$ cat src/rtl/rtc_pkg.sv
package rtc_pkg;

    localparam int NFLD = 8;
    localparam int NALM = 4;

    localparam int F_SEC  = 0;
    localparam int F_MIN  = 1;
    localparam int F_HOUR = 2;
    localparam int F_DOW  = 3;
    localparam int F_DATE = 4;
    localparam int F_MON  = 5;
    localparam int F_YEAR = 6;
    localparam int F_CENT = 7;

    typedef logic [6:0] fld_t;
    typedef fld_t [NFLD-1:0] tm_t;
    typedef fld_t [NALM-1:0] alm_t;

    typedef enum logic [3:0] {
        RA_SEC   = 4'd0,
        RA_CENT  = 4'd7,
        RA_ASEC  = 4'd8,
        RA_ADATE = 4'd11,
        RA_CTRL  = 4'd12,
        RA_FLAGS = 4'd13
    } reg_addr_e;

    typedef struct packed {
        logic       binary;
        logic       uie;
        logic       aie;
        logic       pie;
        logic [3:0] rate;
    } ctrl_t;

    typedef struct packed {
        logic uf;
        logic af;
        logic pf;
    } flags_t;

    function automatic logic [7:0] to_bcd(fld_t v);
        logic [7:0] w;
        w = {1'b0, v};
        return ((w / 8'd10) << 4) | (w % 8'd10);
    endfunction

    function automatic fld_t from_bcd(logic [7:0] b);
        return fld_t'({4'b0, b[7:4]} * 8'd10 + {4'b0, b[3:0]});
    endfunction

    function automatic fld_t month_len(fld_t mon, fld_t year);
        if (mon == 7'd2)
            return (year[1:0] == 2'b00) ? 7'd29 : 7'd28;
        else if (mon == 7'd4 || mon == 7'd6 || mon == 7'd9 || mon == 7'd11)
            return 7'd30;
        else
            return 7'd31;
    endfunction

    function automatic tm_t tm_step(tm_t t);
        tm_t  n;
        logic c;
        fld_t mlen;
        n    = t;
        mlen = month_len(t[F_MON], t[F_YEAR]);
        c    = t[F_SEC] >= 7'd59;
        n[F_SEC] = c ? 7'd0 : t[F_SEC] + 7'd1;
        if (c) begin
            c = t[F_MIN] >= 7'd59;
            n[F_MIN] = c ? 7'd0 : t[F_MIN] + 7'd1;
        end
        if (c) begin
            c = t[F_HOUR] >= 7'd23;
            n[F_HOUR] = c ? 7'd0 : t[F_HOUR] + 7'd1;
        end
        if (c) begin
            n[F_DOW]  = (t[F_DOW] >= 7'd7) ? 7'd1 : t[F_DOW] + 7'd1;
            c = t[F_DATE] >= mlen;
            n[F_DATE] = c ? 7'd1 : t[F_DATE] + 7'd1;
        end
        if (c) begin
            c = t[F_MON] >= 7'd12;
            n[F_MON] = c ? 7'd1 : t[F_MON] + 7'd1;
        end
        if (c) begin
            c = t[F_YEAR] >= 7'd99;
            n[F_YEAR] = c ? 7'd0 : t[F_YEAR] + 7'd1;
        end
        if (c)
            n[F_CENT] = (t[F_CENT] >= 7'd99) ? 7'd0 : t[F_CENT] + 7'd1;
        return n;
    endfunction

endpackage

$ cat src/rtl/rtc_prescaler.sv
module rtc_prescaler
    import rtc_pkg::*;
#(
    parameter int DIV_BITS = 15
) (
    input  logic       clk,
    input  logic       rst,
    input  logic       osc_tick,
    input  logic       restart,
    input  logic [3:0] rate,
    output logic       sec_tick,
    output logic       per_hit
);

    logic [DIV_BITS-1:0] cnt;
    logic [DIV_BITS-1:0] mask;

    // sub-second chain is battery-side state: no system reset
    always_ff @(posedge clk) begin
        if (restart)
            cnt <= '0;
        else if (osc_tick)
            cnt <= cnt + 1'b1;
    end

    // tap mask: low (rate-1) bits, saturating at the full chain
    always_comb begin
        for (int i = 0; i < DIV_BITS; i++)
            mask[i] = (i < (int'(rate) - 1));
    end

    assign sec_tick = osc_tick && !restart && (&cnt);
    assign per_hit  = osc_tick && !restart && (rate >= 4'd3) && ((cnt & mask) == mask);

    // two second updates are never adjacent
    a_r3_tick_spacing: assert property (@(posedge clk) disable iff (rst)
        sec_tick |=> !sec_tick);

    // every second boundary is also a periodic boundary for enabled codes
    a_r8_second_aligned: assert property (@(posedge clk) disable iff (rst)
        (sec_tick && rate >= 4'd3) |-> per_hit);

endmodule

$ cat src/rtl/rtc_calendar.sv
module rtc_calendar
    import rtc_pkg::*;
(
    input  logic       clk,
    input  logic       rst,
    input  logic       sec_tick,
    input  logic       we,
    input  logic [3:0] waddr,
    input  fld_t       wval,
    output tm_t        tm,
    output alm_t       alm,
    output logic       match
);

    // time and alarm survive system reset
    always_ff @(posedge clk) begin
        if (sec_tick)
            tm <= tm_step(tm);
        if (we && !waddr[3])
            tm[waddr[2:0]] <= wval;
        if (we && waddr[3:2] == 2'b10)
            alm[waddr[1:0]] <= wval;
    end

    assign match = (tm[F_SEC]  == alm[0]) && (tm[F_MIN]  == alm[1]) &&
                   (tm[F_HOUR] == alm[2]) && (tm[F_DATE] == alm[3]);

    // an update either increments seconds or wraps them to zero
    a_r4_sec_step: assert property (@(posedge clk) disable iff (rst)
        (sec_tick && !we) |=> (tm[F_SEC] == 7'd0 || tm[F_SEC] == $past(tm[F_SEC]) + 7'd1));

    // seconds 59 carries into minutes
    a_r4_min_carry: assert property (@(posedge clk) disable iff (rst)
        (sec_tick && !we && tm[F_SEC] == 7'd59 && tm[F_MIN] < 7'd59)
        |=> tm[F_MIN] == $past(tm[F_MIN]) + 7'd1);

endmodule

$ cat src/rtl/rtc_irq.sv
module rtc_irq
    import rtc_pkg::*;
(
    input  logic       clk,
    input  logic       rst,
    input  logic       ctrl_we,
    input  logic [7:0] wdata,
    input  logic       flag_rd,
    input  logic       per_hit,
    input  logic       sec_tick,
    input  logic       match,
    output ctrl_t      ctrl,
    output flags_t     flags,
    output logic       irq
);

    logic   upd_q;
    flags_t sets;

    always_ff @(posedge clk) begin
        if (rst) begin
            ctrl.pie <= 1'b0;
            ctrl.aie <= 1'b0;
            ctrl.uie <= 1'b0;
        end else if (ctrl_we) begin
            ctrl <= ctrl_t'(wdata);
        end
    end

    always_ff @(posedge clk) begin
        if (rst)
            upd_q <= 1'b0;
        else
            upd_q <= sec_tick;
    end

    assign sets = '{uf: upd_q, af: upd_q && match, pf: per_hit};

    always_ff @(posedge clk) begin
        if (rst)
            flags <= '0;
        else
            flags <= (flag_rd ? flags_t'(3'b000) : flags) | sets;
    end

    assign irq = (flags.pf && ctrl.pie) || (flags.af && ctrl.aie) || (flags.uf && ctrl.uie);

    // update flag follows each second update
    a_r6_update_flag: assert property (@(posedge clk) disable iff (rst)
        upd_q |=> flags.uf);

    // alarm flag follows a matching update
    a_r7_alarm_flag: assert property (@(posedge clk) disable iff (rst)
        (upd_q && match) |=> flags.af);

    // a read with no concurrent event leaves all flags clear
    a_r10_read_clears: assert property (@(posedge clk) disable iff (rst)
        (flag_rd && !upd_q && !per_hit) |=> flags == '0);

    // leaving reset, flags and enables are clear
    a_r11_reset_state: assert property (@(posedge clk) disable iff (rst)
        $fell(rst) |-> (flags == '0 && !ctrl.pie && !ctrl.aie && !ctrl.uie));

    // no request without some enable
    a_r9_masked: assert property (@(posedge clk) disable iff (rst)
        irq |-> (ctrl.pie || ctrl.aie || ctrl.uie));

endmodule

$ cat src/rtl/rtc_core.sv
module rtc_core
    import rtc_pkg::*;
#(
    parameter int DIV_BITS = 15
) (
    input  logic       clk,
    input  logic       rst,
    input  logic       osc_tick,
    input  logic       wr_en,
    input  logic       rd_en,
    input  logic [3:0] addr,
    input  logic [7:0] wdata,
    output logic [7:0] rdata,
    output logic       irq_out,
    output logic       irq_drive
);

    logic   wr_ok, rd_ok;
    logic   sec_tick, per_hit, match;
    logic   cal_we, ctrl_we, flag_rd, restart;
    fld_t   wval;
    tm_t    tm;
    alm_t   alm;
    ctrl_t  ctrl;
    flags_t flags;

    assign wr_ok   = wr_en && !rst;
    assign rd_ok   = rd_en && !rst;
    assign cal_we  = wr_ok && (addr <= RA_ADATE);
    assign restart = wr_ok && (addr == RA_SEC);
    assign ctrl_we = wr_ok && (addr == RA_CTRL);
    assign flag_rd = rd_ok && (addr == RA_FLAGS);
    assign wval    = ctrl.binary ? wdata[6:0] : from_bcd(wdata);

    rtc_prescaler #(.DIV_BITS(DIV_BITS)) u_pre (
        .clk      (clk),
        .rst      (rst),
        .osc_tick (osc_tick),
        .restart  (restart),
        .rate     (ctrl.rate),
        .sec_tick (sec_tick),
        .per_hit  (per_hit)
    );

    rtc_calendar u_cal (
        .clk      (clk),
        .rst      (rst),
        .sec_tick (sec_tick),
        .we       (cal_we),
        .waddr    (addr),
        .wval     (wval),
        .tm       (tm),
        .alm      (alm),
        .match    (match)
    );

    rtc_irq u_irq (
        .clk      (clk),
        .rst      (rst),
        .ctrl_we  (ctrl_we),
        .wdata    (wdata),
        .flag_rd  (flag_rd),
        .per_hit  (per_hit),
        .sec_tick (sec_tick),
        .match    (match),
        .ctrl     (ctrl),
        .flags    (flags),
        .irq      (irq_out)
    );

    function automatic logic [7:0] show(fld_t v);
        return ctrl.binary ? {1'b0, v} : to_bcd(v);
    endfunction

    always_comb begin
        rdata = 8'h00;
        if (!rst) begin
            if (addr <= RA_CENT)
                rdata = show(tm[addr[2:0]]);
            else if (addr <= RA_ADATE)
                rdata = show(alm[addr[1:0]]);
            else if (addr == RA_CTRL)
                rdata = ctrl;
            else if (addr == RA_FLAGS)
                rdata = {irq_out, 4'b0000, flags};
        end
    end

    assign irq_drive = !rst;

endmodule

$ cat config.mk
export PLATFORM = sky130hd
export DESIGN_NAME = rtc_core
export DESIGN_NICKNAME = d
export VERILOG_FILES = /design/src/rtl/rtc_pkg.sv /design/src/rtl/rtc_prescaler.sv /design/src/rtl/rtc_calendar.sv /design/src/rtl/rtc_irq.sv /design/src/rtl/rtc_core.sv
export SDC_FILE = /design/constraint.sdc
export NUM_CORES = 1
export LEC_CHECK = 0
export ABC_CLOCK_PERIOD_IN_PS = 3410
export BUFFER_PORTS_ARGS = -buffer_cell sky130_fd_sc_hd__buf_2
export CORE_MARGIN = 2
export CORE_UTILIZATION = 35
export DETAILED_ROUTE_END_ITERATION = 12
export GPL_TIMING_DRIVEN = 0
export PLACE_DENSITY = 0.61
export SYNTH_ARGS = -nofsm -noshare
export SYNTH_HDL_FRONTEND = slang
export SYNTH_SLANG_ARGS = --single-unit
$ cat constraint.sdc
create_clock -name clk -period 3.41 [get_ports clk]
set_input_delay 0.5115 -clock clk [delete_from_list [all_inputs] [get_ports clk]]
set_output_delay 0.5115 -clock clk [all_outputs]
set_load 0.02 [all_outputs]
=== After elaboration in Yosys (flattened, before gate mapping) ===
Cells that the tools add are included.

* Div/mod/pow operators: 4
* $mul: 1
* $lt $le $gt $ge: 30
* Equal/unequal tests: 13
* Bitwise operators: 5
* Add/sub/neg operators: 11
* Mux-type cells: 49
* Reduce and logical (&&, ||, !) cells: 33

{| class="wikitable"
|+ Operator list
! kind !! count
|-
| less-than comparator 5 x 32 -> 1 bit (first input constant) || 7
|-
| two-way mux 7 bit || 20
|-
| less-than comparator 4 x 32 -> 1 bit (first input constant) || 4
|-
| two-way mux 56 bit || 2
|-
| less-than comparator 3 x 32 -> 1 bit (first input constant) || 2
|-
| adder 7 x 1 -> 7 bit (second input constant) || 8
|-
| bitwise mux 56 bit || 1
|-
| two-way mux 8 bit || 7
|-
| less-than comparator 1 x 32 -> 1 bit (first input constant) || 1
|-
| less-than comparator 2 x 32 -> 1 bit (first input constant) || 1
|-
| bitwise mux 28 bit || 1
|-
| equality test 7 bit || 4
|-
| binary-select mux 7 bit (select 3 bit) || 1
|-
| demux 7 bit (select 3 bit) || 1
|-
| logical AND 1 bit || 21
|-
| divider 7 x 4 -> 8 bit (second input constant) || 2
|-
| remainder unit 7 x 4 -> 8 bit (second input constant) || 2
|-
| OR 8 bit || 2
|-
| adder 15 x 1 -> 15 bit (second input constant) || 1
|-
| bitwise AND 15 bit || 1
|-
| equality test 15 bit || 1
|-
| AND reduction 15 bit || 1
|-
| binary-select mux 7 bit (select 2 bit) || 1
|-
| demux 7 bit (select 2 bit) || 1
|-
| 31 further kinds || 53
|}

* Bits in registers: 111

=== Logic depth before layout (Yosys ltp) ===
Gate-level depths: netlist (run 1).

* Depth after elaboration: 19
* Gate-level depth with buffers: 14
* Gate-level depth less buffers: 13

=== Modules after synthesis ===
Synthesis (run 1) repeated with hierarchy kept, for this count alone.

* Cells, all modules: 951
* Area total of the unflattened synthesis: 8234.1 um^2

{| class="wikitable"
|+ Modules (own cells, without submodules)
! module !! area each (um^2) !! seq. area each (um^2) !! instances !! cells each
|-
| rtc_calendar || 4558.1 || 1961.9 || 1 || 492
|-
| rtc_core || 2260.9 || 0.0 || 1 || 297
|-
| rtc_prescaler || 1012.2 || 300.3 || 1 || 131
|-
| rtc_irq || 402.9 || 290.3 || 1 || 31
|}

=== Worst setup path before layout (run 1) ===
No wires, ideal clock.

* Kind: input to output
* From: input port addr[1]
* To: output port rdata[3]
* Data arrival time: 2.736 ns
* Buffers on the path: 3
* Slack: 0.163 ns
* Stages: 10
* Path through: buf_6 buf_6 buf_6 mux2_1 o22ai_1 nand2_1 a2111oi_0 o21a_1 o41ai_1 a221oi_1

* Cells in the longest elaborated chain, start to end: 8
* Elaborated cells on any way between the ends: 17

{| class="wikitable"
|+ RTL lines
! what !! line !! source
|-
| start, declared || rtc_core.sv:11 || <nowiki>input logic [3:0] addr,</nowiki>
|-
| binary-select mux 7 bit (select 2 bit) || rtc_core.sv:81 || <nowiki>rdata = show(alm[addr[1:0]]);</nowiki>
|-
| two-way mux 7 bit (implied by the code) || rtc_core.sv:81 ||
|-
| remainder unit 7 x 4 -> 8 bit || rtc_pkg.sv:45 || <nowiki>return ((w / 8'd10) << 4) | (w % 8'd10);</nowiki>
|-
| OR 8 bit || rtc_pkg.sv:45 ||
|-
| two-way mux 8 bit || rtc_core.sv:72 || <nowiki>return ctrl.binary ? {1'b0, v} : to_bcd(v);</nowiki>
|-
| two-way mux 8 bit || rtc_core.sv:80 || <nowiki>else if (addr <= RA_ADATE)</nowiki>
|-
| two-way mux 8 bit * || rtc_core.sv:78 || <nowiki>if (addr <= RA_CENT)</nowiki>
|-
| two-way mux 8 bit * || rtc_core.sv:77 || <nowiki>if (!rst) begin</nowiki>
|-
| end, declared || rtc_core.sv:13 || <nowiki>output logic [7:0] rdata,</nowiki>
|}

Mark *: on every way between the ends. The rest lies on a longest branch, timed or not. The select of a mux whose other input is x is not followed.

=== Final worst setup path (run 1) ===
* From: register u_cal.alm[5] (netlist bit)
* To: output port rdata[1]

* Cells in the longest elaborated chain, start to end: 8

{| class="wikitable"
|+ RTL lines
! what !! line !! source
|-
| start, declared || rtc_calendar.sv:11 || <nowiki>output alm_t alm,</nowiki>
|-
| start signal, assigned by index || rtc_calendar.sv:22 || <nowiki>alm[waddr[1:0]] <= wval;</nowiki>
|-
| binary-select mux 7 bit (select 2 bit) || rtc_core.sv:81 ||
|-
| two-way mux 7 bit (implied by the code) || rtc_core.sv:81 ||
|-
| remainder unit 7 x 4 -> 8 bit || rtc_pkg.sv:45 ||
|-
| OR 8 bit || rtc_pkg.sv:45 ||
|-
| two-way mux 8 bit || rtc_core.sv:72 ||
|-
| two-way mux 8 bit || rtc_core.sv:80 ||
|-
| two-way mux 8 bit || rtc_core.sv:78 ||
|-
| two-way mux 8 bit || rtc_core.sv:77 ||
|}

No other way between the ends. The select of a mux whose other input is x is not followed.

==> results.md, run 1 <==
- Synth cell types: 92
- Final Hold Vio Count: 0
- Tcrit/Tclk final: 1.01
- Die area: 0.0234 sq mm
- I/O pin total: 27
- Most common cell in the synthesized netlist: nor2_1
- Number of synthesized flops with an enable pin: 33
- Reg power frac: 0.417
- CP Class: register to output pin
- Failing checks: setup timing
- TritonCTS sink count: 111
- DR vias: 7592
- Drc violations: 0
- Peak supply drop: 0.262 mV
- Clk Latency, worst-skew pair: 0.36 ns
- Synth Flop Type: dfxtp_1
- Vias per cell: 6.11
- Critical Path RT: 2.90 ns
- Gpl congestion: 0.917
- Worst path cell trace: mux4_2 -> nand2b_4 -> and4b_1 -> or3_4 -> or4_4 -> nand3_4 -> nor3b_2 -> buf_4
- P_sw: 0.00178 W
- CTS tree: done
- Die Span Y: 153 um
- Largest stage delay, worst path: 0.60 ns
- Syn avg cell area: 8.80 sq um
- Fmax: 292 MHz
- Max Root-Sink Buffers: 2
- Ys Warns: 0
- First-pass GRT wire length: 39.2 mm
- Seq/Total Area, Yosys: 0.329
- Async set-or-reset flop fraction in the synthesized netlist: 0
- Syn Nets: 925
- I/O Buffers: 24
- Tot Pwr: 0.00456 W
- Commonest cells post-synth: nor2_1 (79), dfxtp_1 (78), nand2_1 (77), o21ai_0 (58), a21oi_1 (43)
- Clock share of power: 0.226
- Mapped cell area: 0.00776 sq mm
- Slew headroom: 0.205
- Gr usage total: 0.211
- LEAKAGE: 3.44 nW
- Initial Util: 0.356
- Worst-margin pin slew: 1.19 ns
- Final min period: 3.43 ns
- Diodes inserted: 0
- Initial drt markers: 690
- Nets: 1000
- Internal: 0.00278 W
- Die W: 153 um
- Cell taking the most area after synthesis: dfxtp_1
- Worst hold path type: input pin to register
- Power density cells: 498 mW/mm^2
- Outcome: finished, violations left
- Clk root buf: clkbuf_16
- Setup Skew: 0.00793 ns
- Top post-synthesis cells by area: dfxtp_1 (20%), edfxtp_1 (13%), mux4_2 (4.9%)
- Slowest CP cell: mux4_2
- CTS buffer count: 9
- Core area: 0.0218 sq mm
- Final TNS setup: -0.0202 ns
- Share of layout cells above drive strength 1: 0.206
- Clock slew at reported path FFs: 0.08 ns
- Setup-failing EPs final: 1
- Pin count of the biggest net entering global routing: 20
- Site Rows: 54
- Yosys top cell area share: 0.201
- Yosys reg bits: 111
- Sw Ratio: 0.390
- H-tree depth: 3
- Post-route ant nets: 0
- DR pass1 iterations: 5
- Part of the power in combinational logic: 0.356
- Unrepaired setup endpoints after global routing: true
- Post-DP HPWL: 18.4 mm
- Area growth, synth to finish: 18.1%
- WP data arrival: 2.92 ns
- Worst-path maximum fanout: 4
- WL/cell: 20.5 um
- Startpoint types: register
- Synth Instances: 882
- Max cap viols: 0
- Vias in the first global route: 6964
- CP Capture Type: output pin
- Grt total ovfl: 0
- Routed wire length: 25.4 mm
- Final setup margin: -0.0202 ns
- Slew Limit Fails: 0
- Initial antenna violation count: 0
critical path, delay by kind of cell, from the launching register on:
kind / cells / cell delay (ns)
multiplexers: 1 / 0.60
flip-flops: 1 / 0.41
buffers and inverters: 1 / 0.17
AND/OR/NAND/NOR: 6 / 1.37
placed cells by master (no fill, tap or decap), types with 8 or more instances in the layout:
cell type | Yosys | layout
a21oi_1 | 43 | 38
a31oi_1 | 21 | 21
and3_1 | 8 | 8
buf_2 | 12 | 25
buf_4 | 1 | 50
buf_6 | 9 | 8
clkbuf_1 | 23 | 22
clkbuf_16 | 0 | 9
dfxtp_1 | 78 | 68
dfxtp_2 | 0 | 10
edfxtp_1 | 33 | 33
ha_1 | 24 | 24
inv_1 | 32 | 30
mux2_2 | 9 | 8
mux2i_1 | 17 | 12
mux4_2 | 17 | 17
nand2_1 | 77 | 76
nand3_1 | 35 | 35
nand4_1 | 19 | 19
nor2_1 | 79 | 78
nor2b_1 | 9 | 8
nor3_1 | 23 | 21
nor4_1 | 11 | 11
o211ai_1 | 11 | 11
o21ai_0 | 58 | 57
o22ai_1 | 16 | 14
or3_1 | 8 | 8
xnor2_1 | 24 | 24
xor2_1 | 26 | 26
final timing paths:
kind                                                start                         to  slack, ns  cells after the start
worst max-delay path               u_cal.alm[5]$_DFFE_PP_                   rdata[1]      -0.02                      8
worst min-delay path                             wdata[7]    u_irq.ctrl[7]$_DFFE_PP_       0.38                      1
worst max register to register  u_pre.cnt[0]$_SDFFE_PP0P_       u_cal.tm[36]$_DFF_P_       0.17                      9
worst min register to register  u_irq.flags[1]$_SDFF_PP0_  u_irq.flags[1]$_SDFF_PP0_       0.49                      2
power groups by stage:
stage               clock network [W]  logic, W  registers (W)
floorplan                           0   0.00109        0.00178
global placement                    0   0.00139        0.00190
detailed placement                  0   0.00140        0.00190
CTS                           0.00105   0.00150        0.00187
global route                  0.00110   0.00177        0.00193
finish                        0.00103   0.00163        0.00190
final cells by class:
type,count,area (sq um)
clock buffers,11,233
clock inverters,5,41.3
repair buffers,68,479
multi-input cells,691,5090
well taps,280,350
fillers,2150,12700
inverters,34,131
flip-flops and latches,111,2560
plain buffers,42,282
cells by family (layout without fill, tap and decap cells):
group / count (synthesis) / in the layout / share of synthesized area
AOI/OAI and AO/OA: 250 / 250 / 0.217
muxes: 46 / 46 / 0.0893
xor gates and xnor gates: 50 / 50 / 0.0564
and+or+nand+nor: 319 / 319 / 0.215
DFF: 111 / 111 / 0.329
adders and majority gates: 26 / 26 / 0.0438
buffers and inverters: 80 / 160 / 0.0500
flip-flops by register name, summed over array words and instances (netlist names):
name	flops
u_irq.ctrl	8
u_irq.flags	3
u_pre.cnt	15
u_irq.upd_q	1
u_cal.tm	56
u_cal.alm	28
layer usage:
layer / part of all wire / track usage / vias up / routed length (um)
met5: 0 / 0 / - / 0
met4: 0.024 / 0.0525 / 0 / 612
met3: 0.077 / 0.0346 / 52 / 1970
met2: 0.46 / 0.349 / 356 / 11800
met1: 0.43 / 0.290 / 3693 / 11000
li1: - / - / 3491 / -
stage by stage:
step / hold slack, ns / worst slack (ns) / util / cell area, sq um / instances
2_1_floorplan: 0.436 / 0.163 / - / 7760 / 882
3_3_place_gp: 0.473 / -0.264 / 0.377 / 8240 / 1186
3_5_place_dp: 0.470 / -0.253 / 0.378 / 8250 / 1187
4_1_cts: 0.369 / -0.0421 / 0.406 / 8860 / 1229
5_1_grt: 0.366 / -0.0923 / 0.420 / 9170 / 1242
6_report: 0.377 / -0.0202 / 0.420 / 9170 / 1242
repair_timing:
action                                  in CTS  in global routing
resized for setup                           36                 51
pin swaps                                    7                 12
endpoints found under the setup margin       6                 16
cloned                                       0                  0
setup buffers                               27                 16
hold buffers                                 0                  0
No activity file was read; power rests on OpenSTA's default activity.
==> run 2: changes to the inputs <==
--- a/config.mk
+++ b/config.mk
@@ -9,9 +9,10 @@
 export BUFFER_PORTS_ARGS = -buffer_cell sky130_fd_sc_hd__buf_2
 export CORE_MARGIN = 2
 export CORE_UTILIZATION = 35
+export CTS_BUF_LIST = sky130_fd_sc_hd__clkbuf_4
 export DETAILED_ROUTE_END_ITERATION = 12
 export GPL_TIMING_DRIVEN = 0
-export PLACE_DENSITY = 0.61
+export SETUP_SLACK_MARGIN = 0.5
 export SYNTH_ARGS = -nofsm -noshare
 export SYNTH_HDL_FRONTEND = slang
 export SYNTH_SLANG_ARGS = --single-unit
==> run 2 against run 1 <==
Against the previous run: the flow still finishes with violations (setup timing); hold slack got worse by 0.19 ns; maximum frequency is 5.8% lower; wire length is 3.8% higher; register-to-register slack improved by 0.48 ns; sequential power about the same; final cell count rose by 2.2%; sequential share of layout area down 0.41 points; largest cell class unchanged; highest routed layer unchanged.
==> results.md, run 2 (same netlist as run 1, synthesis figures left out) <==
- Outcome: finished, violations left (unchanged)
- Failing checks: setup timing (unchanged)
- Setup Skew: 0.0263 ns (was 0.00793 ns)
- DR vias: 7670 (was 7592)
- Vias per cell: 6.04 (was 6.11)
- Max cap viols: 0 (unchanged)
- Gr usage total: 0.220 (was 0.211)
- Drc violations: 0 (unchanged)
- DRT met1 WL: 11.6 mm (was 11.0 mm)
- CTS tree: done (unchanged)
- FF-to-FF path depth: 13 (was 9)
- Site Rows: 54 (unchanged)
- Top routing layer in use: met4 (unchanged)
- Core area: 0.0218 sq mm (unchanged)
- Die area: 0.0234 sq mm (unchanged)
- Worst hold path type: input pin to register (unchanged)
- Clk Latency, worst-skew pair: 0.52 ns (was 0.36 ns)
- Share of layout cells above drive strength 1: 0.280 (was 0.206)
- WL/cell: 20.8 um (was 20.5 um)
- DR pass1 iterations: 5 (unchanged)
- Largest stage delay, worst path: 0.51 ns (was 0.60 ns)
- Final setup margin: -0.232 ns (was -0.0202 ns)
- Fmax: 275 MHz (was 292 MHz)
- Power density cells: 467 mW/mm^2 (was 498 mW/mm^2)
- Slew Limit Fails: 0 (unchanged)
- Hold Path Cell Cnt: 1 (unchanged)
- Most frequent cells in the layout: nor2_1 (75), nand2_1 (75), buf_4 (67), o21ai_0 (52), dfxtp_1 (47) (was nor2_1 (78), nand2_1 (76), dfxtp_1 (68), o21ai_0 (57), buf_4 (50))
- Max Root-Sink Buffers: 2 (unchanged)
- Worst path cell trace: mux4_2 -> buf_8 -> nand2b_4 -> and4b_1 -> or3_4 -> or4_4 -> nand3_4 -> nor3b_4 -> buf_6 (was mux4_2 -> nand2b_4 -> and4b_1 -> or3_4 -> or4_4 -> nand3_4 -> nor3b_2 -> buf_4)
- Die Span Y: 153 um (unchanged)
- Final min period: 3.64 ns (was 3.43 ns)
- LEAKAGE: 3.63 nW (was 3.44 nW)
- Final Hold Vio Count: 0 (unchanged)
- TritonCTS sink count: 111 (unchanged)
- Initial antenna violation count: 1 (was 0)
- Clk root buf: clkbuf_4 (was clkbuf_16)
- Area growth, synth to finish: 23.0% (was 18.1%)
- Initial drt markers: 689 (was 690)
- Clock slew at reported path FFs: 0.18 ns (was 0.08 ns)
- Worst-margin pin slew: 1.28 ns (was 1.19 ns)
- CP Capture Type: output pin (unchanged)
- H-tree depth: 3 (unchanged)
- First-pass GRT wire length: 40.8 mm (was 39.2 mm)
- Vias in the first global route: 6984 (was 6964)
- Detail Route met3 WL: 2.06 mm (was 1.97 mm)
- Post-route ant nets: 0 (unchanged)
- CP Class: register to output pin (unchanged)
- I/O pin total: 27 (unchanged)
- WP data arrival: 3.13 ns (was 2.92 ns)
- Nets: 1026 (was 1000)
- Slowest CP cell: mux4_2 (unchanged)
- Routed wire length: 26.4 mm (was 25.4 mm)
- Tot Pwr: 0.00447 W (was 0.00456 W)
- Startpoint types: register (unchanged)
- CTS buffer count: 9 (unchanged)
- Worst-path maximum fanout: 8 (was 4)
- Post-DP HPWL: 18.6 mm (was 18.4 mm)
- Routed wire length on met2: 11.8 mm (about the same)
- Peak supply drop: 0.191 mV (was 0.262 mV)
- I/O Buffers: 24 (unchanged)
- Gpl congestion: 0.919 (was 0.917)
- Initial Util: 0.356 (unchanged)
- Grt total ovfl: 0 (unchanged)
- Unrepaired setup endpoints after global routing: true (unchanged)
- Biggest register: u_cal.tm (unchanged)
- Inst Count DP: 1187 (unchanged)
- Slew headroom: 0.141 (was 0.205)
- Tcrit/Tclk final: 1.07 (was 1.01)
- Die W: 153 um (unchanged)
- Setup-failing EPs final: 4 (was 1)
- Fin cells: 1269 (was 1242)
- Max reg flops: 56 (unchanged)
- Critical Path RT: 2.90 ns (about the same)
- Pin count of the biggest net entering global routing: 21 (was 20)
-- run 2: metal layers --
| layer | global-route usage | vias to the layer above |
|---|---|---|
| li1 | - | 3547 |
| met1 | 0.308 | 3687 |
| met2 | 0.340 | 380 |
| met3 | 0.0383 | 56 |
| met4 | 0.0851 | 0 |
| met5 | 0 | - |
-- run 2: layout make-up --
type | count | area (sq um)
Clock buffer | 9 | 67.6
Fill cell | 2116 | 12300
Buffer | 46 | 360
Timing Repair Buffer | 90 | 668
Sequential cell | 111 | 2630
Multi-Input combinational cell | 691 | 5270
Inverter | 34 | 133
Clock inverter | 7 | 65.1
Tap cell | 280 | 350
Antenna cell | 1 | 2.50
-- run 2: stage by stage --
step / TNS (ns) / setup WS, ns / area, sq um / util / hold slack (ns)
floorplan: 0 / 0.353 / 7860 / - / 0.436
global placement: -1.82 / -0.269 / 8330 / 0.382 / 0.468
detailed placement: -1.72 / -0.269 / 8340 / 0.382 / 0.474
CTS: -0.690 / -0.274 / 9180 / 0.421 / 0.161
global route: -1.12 / -0.308 / 9550 / 0.438 / 0.171
finish: -0.593 / -0.232 / 9550 / 0.438 / 0.191
-- run 2: worst max-delay path: cells and delay by family (launching register included) --
kind                   cells  cell delay [ns]
buffers and inverters      2             0.31
multiplexers               1             0.51
AND/OR/NAND/NOR            6             1.35
flip-flops                 1             0.44
-- run 2: power breakdown --
part | internal [W] | switching [W] | total [W]
Combinational | 0.000850 | 0.00104 | 0.00189
Clock | 0.000165 | 0.000504 | 0.000669
Sequential | 0.00160 | 0.000313 | 0.00191
Total | 0.00261 | 0.00185 | 0.00447
-- run 2: worst paths after layout --
check / startpoint / to / slack (ns)
setup / recovery: u_cal.alm[3]$_DFFE_PP_ / rdata[1] / -0.23
hold / removal: wdata[2] / u_irq.ctrl[2]$_DFFE_PP_ / 0.19
setup reg to reg: u_cal.tm[36]$_DFF_P_ / u_cal.tm[53]$_DFF_P_ / 0.65
hold reg to reg: u_irq.flags[1]$_SDFF_PP0_ / u_irq.flags[1]$_SDFF_PP0_ / 0.50
-- run 2: repair_timing --
| action | 4_1_cts | 5_1_grt |
|---|---|---|
| resized for setup | 111 | 64 |
| setup buffers | 45 | 20 |
| setup endpoints to repair | 39 | 29 |
| hold buffers | 0 | 0 |
| pin swaps | 25 | 26 |
==> run 3: changes to the inputs <==
--- a/config.mk
+++ b/config.mk
@@ -9,10 +9,10 @@
 export BUFFER_PORTS_ARGS = -buffer_cell sky130_fd_sc_hd__buf_2
 export CORE_MARGIN = 2
 export CORE_UTILIZATION = 35
-export CTS_BUF_LIST = sky130_fd_sc_hd__clkbuf_4
 export DETAILED_ROUTE_END_ITERATION = 12
 export GPL_TIMING_DRIVEN = 0
 export SETUP_SLACK_MARGIN = 0.5
+export SKIP_LAST_GASP = 1
 export SYNTH_ARGS = -nofsm -noshare
 export SYNTH_HDL_FRONTEND = slang
 export SYNTH_SLANG_ARGS = --single-unit
==> constraint.sdc (replaced) <==
create_clock -name clk -period 3.41 [get_ports clk]
set_input_delay 0 -clock clk [delete_from_list [all_inputs] [get_ports clk]]
set_output_delay 0 -clock clk [all_outputs]
set_load 0.02 [all_outputs]
==> run 3 against run 2 <==
Against the previous run: via count decreased by 2.2%; setup slack improved by 0.66 ns; sequential cell count unchanged; maximum frequency increased by 22%; combinational power decreased by 16%; non-clock buffer count decreased by 26; highest routed layer unchanged; register-to-register slack got worse by 0.02 ns; the flow now finishes without violations; clock-buffer cell count increased by 1; largest power group unchanged.
==> results.md, run 3 (same netlist as run 1, synthesis figures left out) <==
- Outcome: completed (was finished, violations left)
- Final Hold Vio Count: 0 (unchanged)
- Site Rows: 54 (unchanged)
- CP Class: register to output pin (unchanged)
- Worst hold path type: input pin to register (unchanged)
- Nets: 1000 (was 1026)
- Setup-failing EPs final: 0 (was 4)
- Worst-margin pin slew: 1.22 ns (was 1.28 ns)
- Slew Limit Fails: 0 (unchanged)
- WL/cell: 20.5 um (was 20.8 um)
- Worst path cell trace: mux4_2 -> buf_6 -> buf_12 -> nand2b_4 -> a311oi_1 -> or3_4 -> or4_4 -> nand3_2 -> nor3b_2 -> buf_4 (was mux4_2 -> buf_8 -> nand2b_4 -> and4b_1 -> or3_4 -> or4_4 -> nand3_4 -> nor3b_4 -> buf_6)
- Most frequent cells in the layout: nor2_1 (78), nand2_1 (76), dfxtp_1 (71), o21ai_0 (54), a21oi_1 (39) (was nor2_1 (75), nand2_1 (75), buf_4 (67), o21ai_0 (52), dfxtp_1 (47))
- Slew headroom: 0.182 (was 0.141)
- Initial antenna violation count: 1 (unchanged)
- Pin count of the biggest net entering global routing: 20 (was 21)
- Slowest CP cell: mux4_2 (unchanged)
- WP data arrival: 2.98 ns (was 3.13 ns)
- Peak supply drop: 0.233 mV (was 0.191 mV)
- Drc violations: 0 (unchanged)
- Clk Latency, worst-skew pair: 0.37 ns (was 0.52 ns)
- Final min period: 2.98 ns (was 3.64 ns)
- Final TNS setup: 0 ns (was -0.593 ns)
- Largest stage delay, worst path: 0.55 ns (was 0.51 ns)
- Biggest register: u_cal.tm (unchanged)
- Final Hold Slack: 0.0120 ns (was 0.191 ns)
- Max cap viols: 0 (unchanged)
- Final Cell Area: 0.00911 sq mm (was 0.00955 sq mm)
- Unrepaired setup endpoints after global routing: true (unchanged)
- Post-DP HPWL: 18.6 mm (about the same)
- Clock slew at reported path FFs: 0.08 ns (was 0.18 ns)
- Post-route ant nets: 0 (unchanged)
- Setup Skew: 0.0130 ns (was 0.0263 ns)
- Fmax: 336 MHz (was 275 MHz)
- Die Span Y: 153 um (unchanged)
- CP Capture Type: output pin (unchanged)
- CTS tree: done (unchanged)
- Gpl congestion: 0.921 (was 0.919)
- I/O pin total: 27 (unchanged)
- Initial drt markers: 763 (was 689)
- Area of placed instances: 0.00826 sq mm (was 0.00834 sq mm)
- Routed wire length: 25.5 mm (was 26.4 mm)
- Die area: 0.0234 sq mm (unchanged)
- Gr usage total: 0.214 (was 0.220)
- First-pass GRT wire length: 39.5 mm (was 40.8 mm)
- TritonCTS sink count: 111 (unchanged)
- Clk root buf: clkbuf_16 (was clkbuf_4)
- Worst-path maximum fanout: 5 (was 8)
- CTS buffer count: 9 (unchanged)
- Grt total ovfl: 0 (unchanged)
- Max Root-Sink Buffers: 2 (unchanged)
- Vias in the first global route: 6886 (was 6984)
- Initial Util: 0.356 (unchanged)
- H-tree depth: 3 (unchanged)
- DR vias: 7502 (was 7670)
- Core area: 0.0218 sq mm (unchanged)
- DR pass1 iterations: 5 (unchanged)
- Startpoint types: register (unchanged)
- Die W: 153 um (unchanged)
- CP bufs+invs: 3 (was 2)
- Tcrit/Tclk final: 0.874 (was 1.07)
- I/O Buffers: 24 (unchanged)
- Share of layout cells above drive strength 1: 0.193 (was 0.280)
- Commonest non-fill, non-tap cell in the layout: nor2_1
- Vias per cell: 6.04 (about the same)
- Power density cells: 497 mW/mm^2 (was 467 mW/mm^2)
- Critical Path RT: 3.41 ns (was 2.90 ns)
- Area growth, synth to finish: 17.4% (was 23.0%)
- LEAKAGE: 3.44 nW (was 3.63 nW)
- Max reg flops: 56 (unchanged)
- Critical path's top delay family: simple AND/OR/NAND/NOR gates (unchanged)
-- run 3: cell types whose count changed in the layout (fill, tap and decap cells not counted), sizes merged --
cell and delta:
buf -33, clkinv -2, dlygate4sd3 +8, inv +1
-- run 3: where the power goes --
| group | internal [W] | leakage, nW | switching (W) |
|---|---|---|---|
| combinational | 0.000676 | 2.36 | 0.000901 |
| sequential | 0.00157 | 0.946 | 0.000325 |
| clock | 0.000511 | 0.136 | 0.000547 |
| total | 0.00276 | 3.44 | 0.00177 |
-- run 3: final cells by class --
cell class | instances | area, sq um
Multi-Input combinational cell | 691 | 5050
Buffer | 46 | 285
Timing Repair Buffer | 64 | 462
Antenna cell | 1 | 2.50
Fill cell | 2151 | 12700
Sequential cell | 111 | 2560
Clock buffer | 10 | 229
Tap cell | 280 | 350
Clock inverter | 6 | 51.3
Inverter | 34 | 128
-- run 3: worst reg2reg max path: stages (launching register included) --
cell	delay, ns
dfxtp_1	0.40
ha_1	0.28
a21o_1	0.16
a21o_1	0.18
a211oi_1	0.86
nor4_4	0.15
buf_4	0.21
and4_1	0.19
a21oi_1	0.14
a21oi_1	0.08
-- run 3: worst paths after layout --
kind	startpoint	to	slack, ns	depth (start not counted)
setup / recovery	u_cal.alm[19]$_DFFE_PP_	rdata[1]	0.43	10
hold / removal	wdata[0]	u_cal.tm[49]$_DFF_P_	0.01	3
setup reg to reg	u_cal.tm[14]$_DFF_P_	u_cal.tm[36]$_DFF_P_	0.63	9
hold reg to reg	u_irq.flags[1]$_SDFF_PP0_	u_irq.flags[1]$_SDFF_PP0_	0.49	2
-- run 3: through the flow --
| stage | worst slack (ns) | util | total power [W] | instances |
|---|---|---|---|---|
| 2_1_floorplan | 0.770 | - | 0.00287 | 882 |
| 3_3_place_gp | 0.206 | 0.377 | 0.00329 | 1186 |
| 3_5_place_dp | 0.208 | 0.378 | 0.00331 | 1187 |
| 4_1_cts | 0.444 | 0.408 | 0.00443 | 1232 |
| 5_1_grt | 0.363 | 0.418 | 0.00476 | 1242 |
| 6_report | 0.431 | 0.418 | 0.00453 | 1243 |
-- run 3: layer usage --
metal,vias up,share of wire,GRT usage
met1,3637,0.44,0.291
met2,325,0.46,0.343
met4,0,0.024,0.0586
met5,-,0,0
met3,40,0.079,0.0468
li1,3500,-,-
-- run 3: repair_timing --
item,in CTS,in global routing
hold buffers,8,0
pin swaps,7,11
endpoints found under the setup margin,32,31
buffers inserted,21,9
cloned,0,1
gates resized for setup,28,42
hold endpoints to repair,9,0
